--- config.mk ---
export PLATFORM = sky130hd
export DESIGN_NAME = tsi_switch
export DESIGN_NICKNAME = d
export VERILOG_FILES = /design/src/rtl/tsi_pkg.sv /design/src/rtl/tsi_seq_fsm.sv /design/src/rtl/tsi_slot_counter.sv /design/src/rtl/tsi_ctrl_mem.sv /design/src/rtl/tsi_speech_mem.sv /design/src/rtl/tsi_switch.sv
export SDC_FILE = /design/constraint.sdc
export NUM_CORES = 1
export LEC_CHECK = 0
export CAP_MARGIN = 20
export CELL_PAD_IN_SITES_DETAIL_PLACEMENT = 2
export CELL_PAD_IN_SITES_GLOBAL_PLACEMENT = 2
export CORE_ASPECT_RATIO = 1.75
export CORE_MARGIN = 2
export CORE_UTILIZATION = 35
export DETAILED_ROUTE_END_ITERATION = 10
export PLACE_DENSITY_LB_ADDON = 0.25
export SYNTH_ARGS = -nofsm -noshare
export SYNTH_HDL_FRONTEND = slang
export SYNTH_SLANG_ARGS = --single-unit
export TNS_END_PERCENT = 30
--- constraint.sdc ---
create_clock -name clk -period 8.9 [get_ports clk]
set_input_delay 1.335 -clock clk [delete_from_list [all_inputs] [get_ports clk]]
set_output_delay 1.335 -clock clk [all_outputs]
set_load 0.01 [all_outputs]
--- src/rtl/tsi_pkg.sv ---
package tsi_pkg;

    // Sequencer states
    typedef enum logic [1:0] {
        ST_HUNT = 2'd0,
        ST_FILL = 2'd1,
        ST_RUN  = 2'd2
    } tsi_state_e;

    // Addressing method
    typedef enum logic {
        MODE_SEQ_WR  = 1'b0,
        MODE_RAND_WR = 1'b1
    } tsi_mode_e;

endpackage

--- src/rtl/tsi_seq_fsm.sv ---
module tsi_seq_fsm
    import tsi_pkg::*;
(
    input  logic       clk,
    input  logic       rst_n,
    input  logic       slot_valid,
    input  logic       fsync,
    input  logic       frame_start,
    output tsi_state_e st,
    output logic       accept,
    output logic       rd_en
);

    tsi_state_e st_nxt;

    // State register
    always_ff @(posedge clk) begin
        if (!rst_n) st <= ST_HUNT;
        else        st <= st_nxt;
    end

    // Transitions: T_LOCK, T_PRIME, T_HOLD
    always_comb begin
        st_nxt = st;
        unique case (st)
            ST_HUNT: if (slot_valid && fsync) st_nxt = ST_FILL;  // T_LOCK
            ST_FILL: if (frame_start)         st_nxt = ST_RUN;   // T_PRIME
            ST_RUN:                           st_nxt = ST_RUN;   // T_HOLD
            default:                          st_nxt = ST_HUNT;
        endcase
    end

    // Outputs
    always_comb begin
        accept = 1'b0;
        rd_en  = 1'b0;
        unique case (st)
            ST_HUNT: begin
                accept = slot_valid && fsync;
                rd_en  = 1'b0;
            end
            ST_FILL: begin
                accept = slot_valid;
                rd_en  = slot_valid && frame_start;
            end
            ST_RUN: begin
                accept = slot_valid;
                rd_en  = slot_valid;
            end
            default: begin
                accept = 1'b0;
                rd_en  = 1'b0;
            end
        endcase
    end

endmodule

--- src/rtl/tsi_slot_counter.sv ---
module tsi_slot_counter #(
    parameter int SLOTS = 24,
    localparam int IDXW = $clog2(SLOTS)
) (
    input  logic            clk,
    input  logic            rst_n,
    input  logic            accept,
    input  logic            fsync,
    output logic [IDXW-1:0] idx,
    output logic            frame_start,
    output logic [IDXW-1:0] cnt_q
);

    localparam logic [IDXW-1:0] LAST = IDXW'(SLOTS - 1);

    // Sync forces slot 0; otherwise the expected next index is used
    assign idx         = fsync ? '0 : cnt_q;
    assign frame_start = accept && (idx == '0);

    always_ff @(posedge clk) begin
        if (!rst_n) begin
            cnt_q <= '0;
        end else if (accept) begin
            cnt_q <= (idx == LAST) ? '0 : idx + 1'b1;  // wrap
        end
    end

endmodule

--- src/rtl/tsi_ctrl_mem.sv ---
module tsi_ctrl_mem #(
    parameter int SLOTS = 24,
    localparam int IDXW = $clog2(SLOTS)
) (
    input  logic                  clk,
    input  logic                  rst_n,
    input  logic                  cm_we,
    input  logic [IDXW-1:0]       cm_addr,
    input  logic [IDXW-1:0]       cm_data,
    input  logic                  frame_start,
    input  logic [IDXW-1:0]       idx,
    output logic [IDXW-1:0]       entry,
    output logic [SLOTS*IDXW-1:0] map_flat
);

    localparam logic [IDXW:0] LIMIT = (IDXW + 1)'(SLOTS);

    logic [IDXW-1:0] shadow [SLOTS];
    logic [IDXW-1:0] active [SLOTS];
    logic            wr_ok;

    // Out-of-range address or data is discarded
    assign wr_ok = cm_we && ({1'b0, cm_addr} < LIMIT) && ({1'b0, cm_data} < LIMIT);

    always_ff @(posedge clk) begin
        if (!rst_n) begin
            for (int k = 0; k < SLOTS; k++) begin
                shadow[k] <= IDXW'(k);  // identity
                active[k] <= IDXW'(k);
            end
        end else begin
            if (wr_ok) shadow[cm_addr] <= cm_data;
            if (frame_start) begin
                for (int k = 0; k < SLOTS; k++) active[k] <= shadow[k];
            end
        end
    end

    // The frame-start slot already uses the map it installs
    assign entry = frame_start ? shadow[idx] : active[idx];

    for (genvar g = 0; g < SLOTS; g++) begin : g_flat
        assign map_flat[g*IDXW +: IDXW] = active[g];
    end

endmodule

--- src/rtl/tsi_speech_mem.sv ---
module tsi_speech_mem #(
    parameter int SLOTS = 24,
    parameter int WIDTH = 8,
    localparam int IDXW = $clog2(SLOTS)
) (
    input  logic             clk,
    input  logic             rst_n,
    input  logic             frame_start,
    input  logic             we,
    input  logic [IDXW-1:0]  waddr,
    input  logic [WIDTH-1:0] wdata,
    input  logic [IDXW-1:0]  raddr,
    output logic [WIDTH-1:0] rdata
);

    logic [WIDTH-1:0] mem [2][SLOTS];
    logic             bank_q;
    logic             wbank;

    // Banks swap on each frame start
    assign wbank = frame_start ? ~bank_q : bank_q;

    always_ff @(posedge clk) begin
        if (!rst_n)  bank_q <= 1'b0;
        else if (we) bank_q <= wbank;
    end

    always_ff @(posedge clk) begin
        if (we) mem[wbank][waddr] <= wdata;
    end

    // Read from the bank holding the complete previous frame
    assign rdata = mem[~wbank][raddr];

endmodule

--- src/rtl/tsi_switch.sv ---
module tsi_switch
    import tsi_pkg::*;
#(
    parameter int SLOTS = 24,
    parameter int WIDTH = 8,
    localparam int IDXW = $clog2(SLOTS)
) (
    input  logic             clk,
    input  logic             rst_n,
    input  logic             mode,
    input  logic             slot_valid,
    input  logic             fsync,
    input  logic [WIDTH-1:0] din,
    input  logic             cm_we,
    input  logic [IDXW-1:0]  cm_addr,
    input  logic [IDXW-1:0]  cm_data,
    output logic [WIDTH-1:0] dout,
    output logic             dout_valid
);

    tsi_state_e            st;
    logic                  accept;
    logic                  rd_en;
    logic [IDXW-1:0]       idx;
    logic                  frame_start;
    logic [IDXW-1:0]       cnt_q;
    logic [IDXW-1:0]       entry;
    logic [SLOTS*IDXW-1:0] map_flat;
    tsi_mode_e             mode_q;
    tsi_mode_e             mode_eff;
    logic [IDXW-1:0]       waddr;
    logic [IDXW-1:0]       raddr;
    logic [WIDTH-1:0]      rdata;

    tsi_seq_fsm u_fsm (
        .clk         (clk),
        .rst_n       (rst_n),
        .slot_valid  (slot_valid),
        .fsync       (fsync),
        .frame_start (frame_start),
        .st          (st),
        .accept      (accept),
        .rd_en       (rd_en)
    );

    tsi_slot_counter #(.SLOTS(SLOTS)) u_cnt (
        .clk         (clk),
        .rst_n       (rst_n),
        .accept      (accept),
        .fsync       (fsync),
        .idx         (idx),
        .frame_start (frame_start),
        .cnt_q       (cnt_q)
    );

    tsi_ctrl_mem #(.SLOTS(SLOTS)) u_cmem (
        .clk         (clk),
        .rst_n       (rst_n),
        .cm_we       (cm_we),
        .cm_addr     (cm_addr),
        .cm_data     (cm_data),
        .frame_start (frame_start),
        .idx         (idx),
        .entry       (entry),
        .map_flat    (map_flat)
    );

    // Mode sampled at frame starts only
    always_ff @(posedge clk) begin
        if (!rst_n)           mode_q <= MODE_SEQ_WR;
        else if (frame_start) mode_q <= tsi_mode_e'(mode);
    end

    assign mode_eff = frame_start ? tsi_mode_e'(mode) : mode_q;

    // address selection
    always_comb begin
        if (mode_eff == MODE_SEQ_WR) begin
            waddr = idx;
            raddr = entry;
        end else begin
            waddr = entry;
            raddr = idx;
        end
    end

    tsi_speech_mem #(.SLOTS(SLOTS), .WIDTH(WIDTH)) u_smem (
        .clk         (clk),
        .rst_n       (rst_n),
        .frame_start (frame_start),
        .we          (accept),
        .waddr       (waddr),
        .wdata       (din),
        .raddr       (raddr),
        .rdata       (rdata)
    );

    always_ff @(posedge clk) begin
        if (!rst_n) begin
            dout       <= '0;
            dout_valid <= 1'b0;
        end else begin
            dout_valid <= rd_en;
            if (rd_en) dout <= rdata;
        end
    end

endmodule

==> key figures <==
Worst setup path
  • CP max FO: 62
  • Beginning of the critical path: fsync
  • Worst path cell trace: clkdlybuf4s50_1 > and2b_1 > clkinv_1 > ha_1 > nand3b_1 > a211oi_4 > buf_4 > a32oi_1 > a41oi_1 > nor3_1 > o21ai_0 > o22ai_1 > nor4_1 > a221o_1
  • Worst Setup End Kind: flip-flop
  • R2R setup slack: roughly 3.5 ns
  • Crit path to: dout[1]
  • RR Startpoint: u_cnt.cnt_q[1]
  • Crit path required time: about 9.4 ns
  • Slowest CP cell: nor3_1
  • Reg-to-reg endpoint: dout[1]
  • Arrival @ worst endpoint: 6.83 ns
  • Critical path class: primary input to flip-flop
  • FF-to-FF path depth: 14
  • Worst setup SP type: primary input
  • Max incr delay on CP: around 0.95 ns

Logic synthesis
  • Top post-synthesis cells by area: edfxtp_1, mux2i_1, mux4_2
  • Netlist Area Pre-Place: 0.0272 sq mm
  • Main combinational cell family by area after synthesis: simple AND/OR/NAND/NOR gates
  • Distinct cell type count after synthesis: 78
  • Simple-gate share of the synthesized area: between 10% and 20%
  • Mapped Avg Cell Area: 15.2 sq um
  • Area fraction in compound gates after synthesis: between 5 and 6%
  • Largest area contributor in the netlist: edfxtp_1
  • Yosys warns: 0
  • Synthesis-stage register bit count: approximately 640
  • Post-synth EDFFs: between 600 and 700
  • Most common flop cell mapped by yosys: edfxtp_1
  • Syn Inst Count: ~1800
  • Post-synthesis xor/xnor area fraction: less than 1%
  • Mux cell area share after synthesis: between 10 and 15%
  • Async set-reset flop share out of synthesis: 0%
  • Post-Synth Adder-Cell Area: less than 1%
  • Seq/Total Area, Yosys: between 70 and 80%
  • Post-synth top area share: about 70%
  • Net Count, Synth: approximately 1800

Final layout
  • Commonest non-fill, non-tap cell in the layout: edfxtp_1
  • Highest-count cells in the layout ignoring fill and taps: edfxtp_1, mux2i_1, nand2_1, nor2_1, and2_1
  • # fillers: 7633
  • Fin area: around 0.03 sq mm
  • Share of cells above drive strength 1: between 10% and 20%
  • Layout Area Growth over Synthesis: 12.3%
  • Number of non-filler instances in the completed layout: roughly 2900
  • Antenna Cells: 0
  • Nets: roughly 1800
  • Reg area: around 0.019 sq mm
  • Multi-input gate area: between 0.007 and 0.008 sq mm

Worst hold path
  • Hold wc startpoint: u_cmem.shadow[15][1]
  • Hold Crit Class: flip-flop to flip-flop

Clock tree
  • Clk pin slew, worst setup/hold paths: about 0.06 ns
  • Inserted Clock Buffers: 60
  • Clock Sinks: approximately 640
  • Cts hold-fix bufs: 0
  • CTS tree: built
  • Max clock buf depth: 3
  • Postcts setup bufs: 0
  • Worst-skew pair later-pin latency: around 0.66 ns
  • Number of H-tree levels: 2
  • Root buffer cell: clkbuf_16
  • Resize count post-CTS: 0

Global route
  • Vias in the first global route: 17100
  • GRT overflow: 0
  • Global Route Usage Sum: around a fifth
  • Initial antenna violation count: 1
  • First-pass GRT wire length: between 100000 and 150000 microns
  • Pin count of the biggest net entering global routing: 64

Die
  • Die H: 373 microns
  • Die width: 215 microns
  • IO Pins: 33
  • Rows: ~140
  • Die area: ~0.08 sq mm
  • Core area: 0.0772 sq mm
  • Initial Util: 35.2%

Routing
  • Via-to-Cell Ratio: 5.32
  • Routed via count: between 15000 and 20000
  • DR DRC count: 0
  • Iter 0 DRT Violations: approximately 760
  • WL per Instance: 27.5 microns
  • First drt pass iteration count: 4
  • Post-Route WL: slightly below 80000 microns
  • Post-route ant nets: 0

Placed design
  • Placed instance area: about 0.028 sq mm
  • Routability cong.: between 0.8 and 0.9
  • Dpl cells: about 2800
  • I/O Buffers: 32
  • Hpwl dp: approximately 54000 microns

STA
  • Endpoints failing hold: 0
  • Part of the cycle the worst path needs: a little over 70%
  • Relative slew slack: 24.9%
  • Final Critical Period: 6.29 ns
  • Total negative slack: 0 ns
  • Slew Viols, Final: 0
  • Final setup viols: 0
  • RSZ-0062 raised after global routing: false
  • Worst slew pin tran: around 1.1 ns
  • Worst Clk Skew: between 0.03 and 0.04 ns
  • Fmax: roughly 0.16 GHz

Flow run
  • Max_cap viols: 0

Power and ir drop
  • Peak VDD IR: ~0.00019 V
  • PwrDens: ~290 mW/mm^2
  • Pleak: around 9.9 nW

Outcome
  • Status: completed
sequential cells by signal, summed over array words and instances, names as in the netlist:
register / cells
dout_valid: 1
dout: 8
u_smem.mem: 384
mode_q: 1
u_fsm.st: 2
u_cnt.cnt_q: 5
u_smem.bank_q: 1
u_cmem.shadow: 120
u_cmem.active: 120
worst min-delay path by stage:
stage	end	slack [ns]	cells after the start
after floorplan	u_cmem.active[10][1]	0.48	1
after global placement	u_cmem.active[8][3]	0.48	1
after detailed placement	u_cmem.active[22][4]	0.49	1
after CTS	u_cmem.active[15][1]	0.50	1
after global routing	u_cmem.active[20][2]	0.52	1
final	u_cmem.active[15][1]	0.50	1
cell usage after synthesis (5+ instances only):
| master | instances |
|---|---|
| a211oi_1 | 11 |
| a21bo_1 | 5 |
| a21oi_1 | 39 |
| a221oi_1 | 7 |
| a22oi_1 | 6 |
| a31oi_1 | 5 |
| and2_1 | 90 |
| and3_1 | 58 |
| buf_2 | 18 |
| buf_4 | 18 |
| buf_6 | 9 |
| clkbuf_1 | 61 |
| dfxtp_1 | 18 |
| edfxtp_1 | 624 |
| ha_1 | 6 |
| inv_1 | 11 |
| mux2_2 | 11 |
| mux2i_1 | 158 |
| mux4_2 | 46 |
| nand2_1 | 104 |
| nand2b_1 | 67 |
| nand3_1 | 35 |
| nor2_1 | 103 |
| nor2b_1 | 17 |
| nor3_1 | 17 |
| nor3b_1 | 8 |
| o21ai_0 | 59 |
| o21bai_1 | 5 |
| o221ai_1 | 10 |
| o22ai_1 | 27 |
| o31a_1 | 5 |
| or2_2 | 5 |
| or3_1 | 47 |
worst max-delay path: cells and delay by family:
kind            cells  cell delay (ns)
simple gates        4             1.88
fa+ha+maj           1             0.23
compound gates      6             2.07
buf+inv             3             1.26
cell families (layout without fill, tap and decap cells):
kind of cell,Yosys count,after routing
multiplexers,217,217
buffers and inverters,124,188
AO/OA/AOI/OAI,221,221
AND/OR/NAND/NOR,574,574
adder cells (fa/ha/maj),6,6
flip-flops,642,642
XOR/XNOR,2,2
per-stage QoR:
step                      total power [W]  util (%)  setup slack [ns]  hold slack, ns
after floorplan                   0.00542         -              3.22           0.477
after global placement            0.00623      36.8              1.98           0.482
after detailed placement          0.00629      36.8              1.97           0.489
after CTS                         0.00899      39.4              2.65           0.503
after global routing              0.00921      39.5              2.30           0.518
final                             0.00887      39.5              2.61           0.498
metal layers:
layer | vias up | part of all wire [%] | track usage (%)
met3 | 148 | 2.6 | 2.28
met1 | 8036 | 34 | 19.8
met2 | 250 | 58 | 40.7
met4 | 2 | 4.7 | 9.36
li1 | 6857 | - | -
met5 | - | 0.016 | 0
final cells by class:
type,count,area share (%)
clock buffer,73,5.15
timing repair buffer,65,1.87
clock inverter,36,1.48
inverter,14,0.172
tap,1027,4.21
multi-input combinational,1020,24.5
sequential,642,62.6
power breakdown:
part | internal, W | switching, W | total, W
sequential | 0.00355 | 0.0000955 | 0.00365
combinational | 0.000890 | 0.00163 | 0.00252
clock | 0.00154 | 0.00115 | 0.00269
No activity file was read; power rests on OpenSTA's default activity.
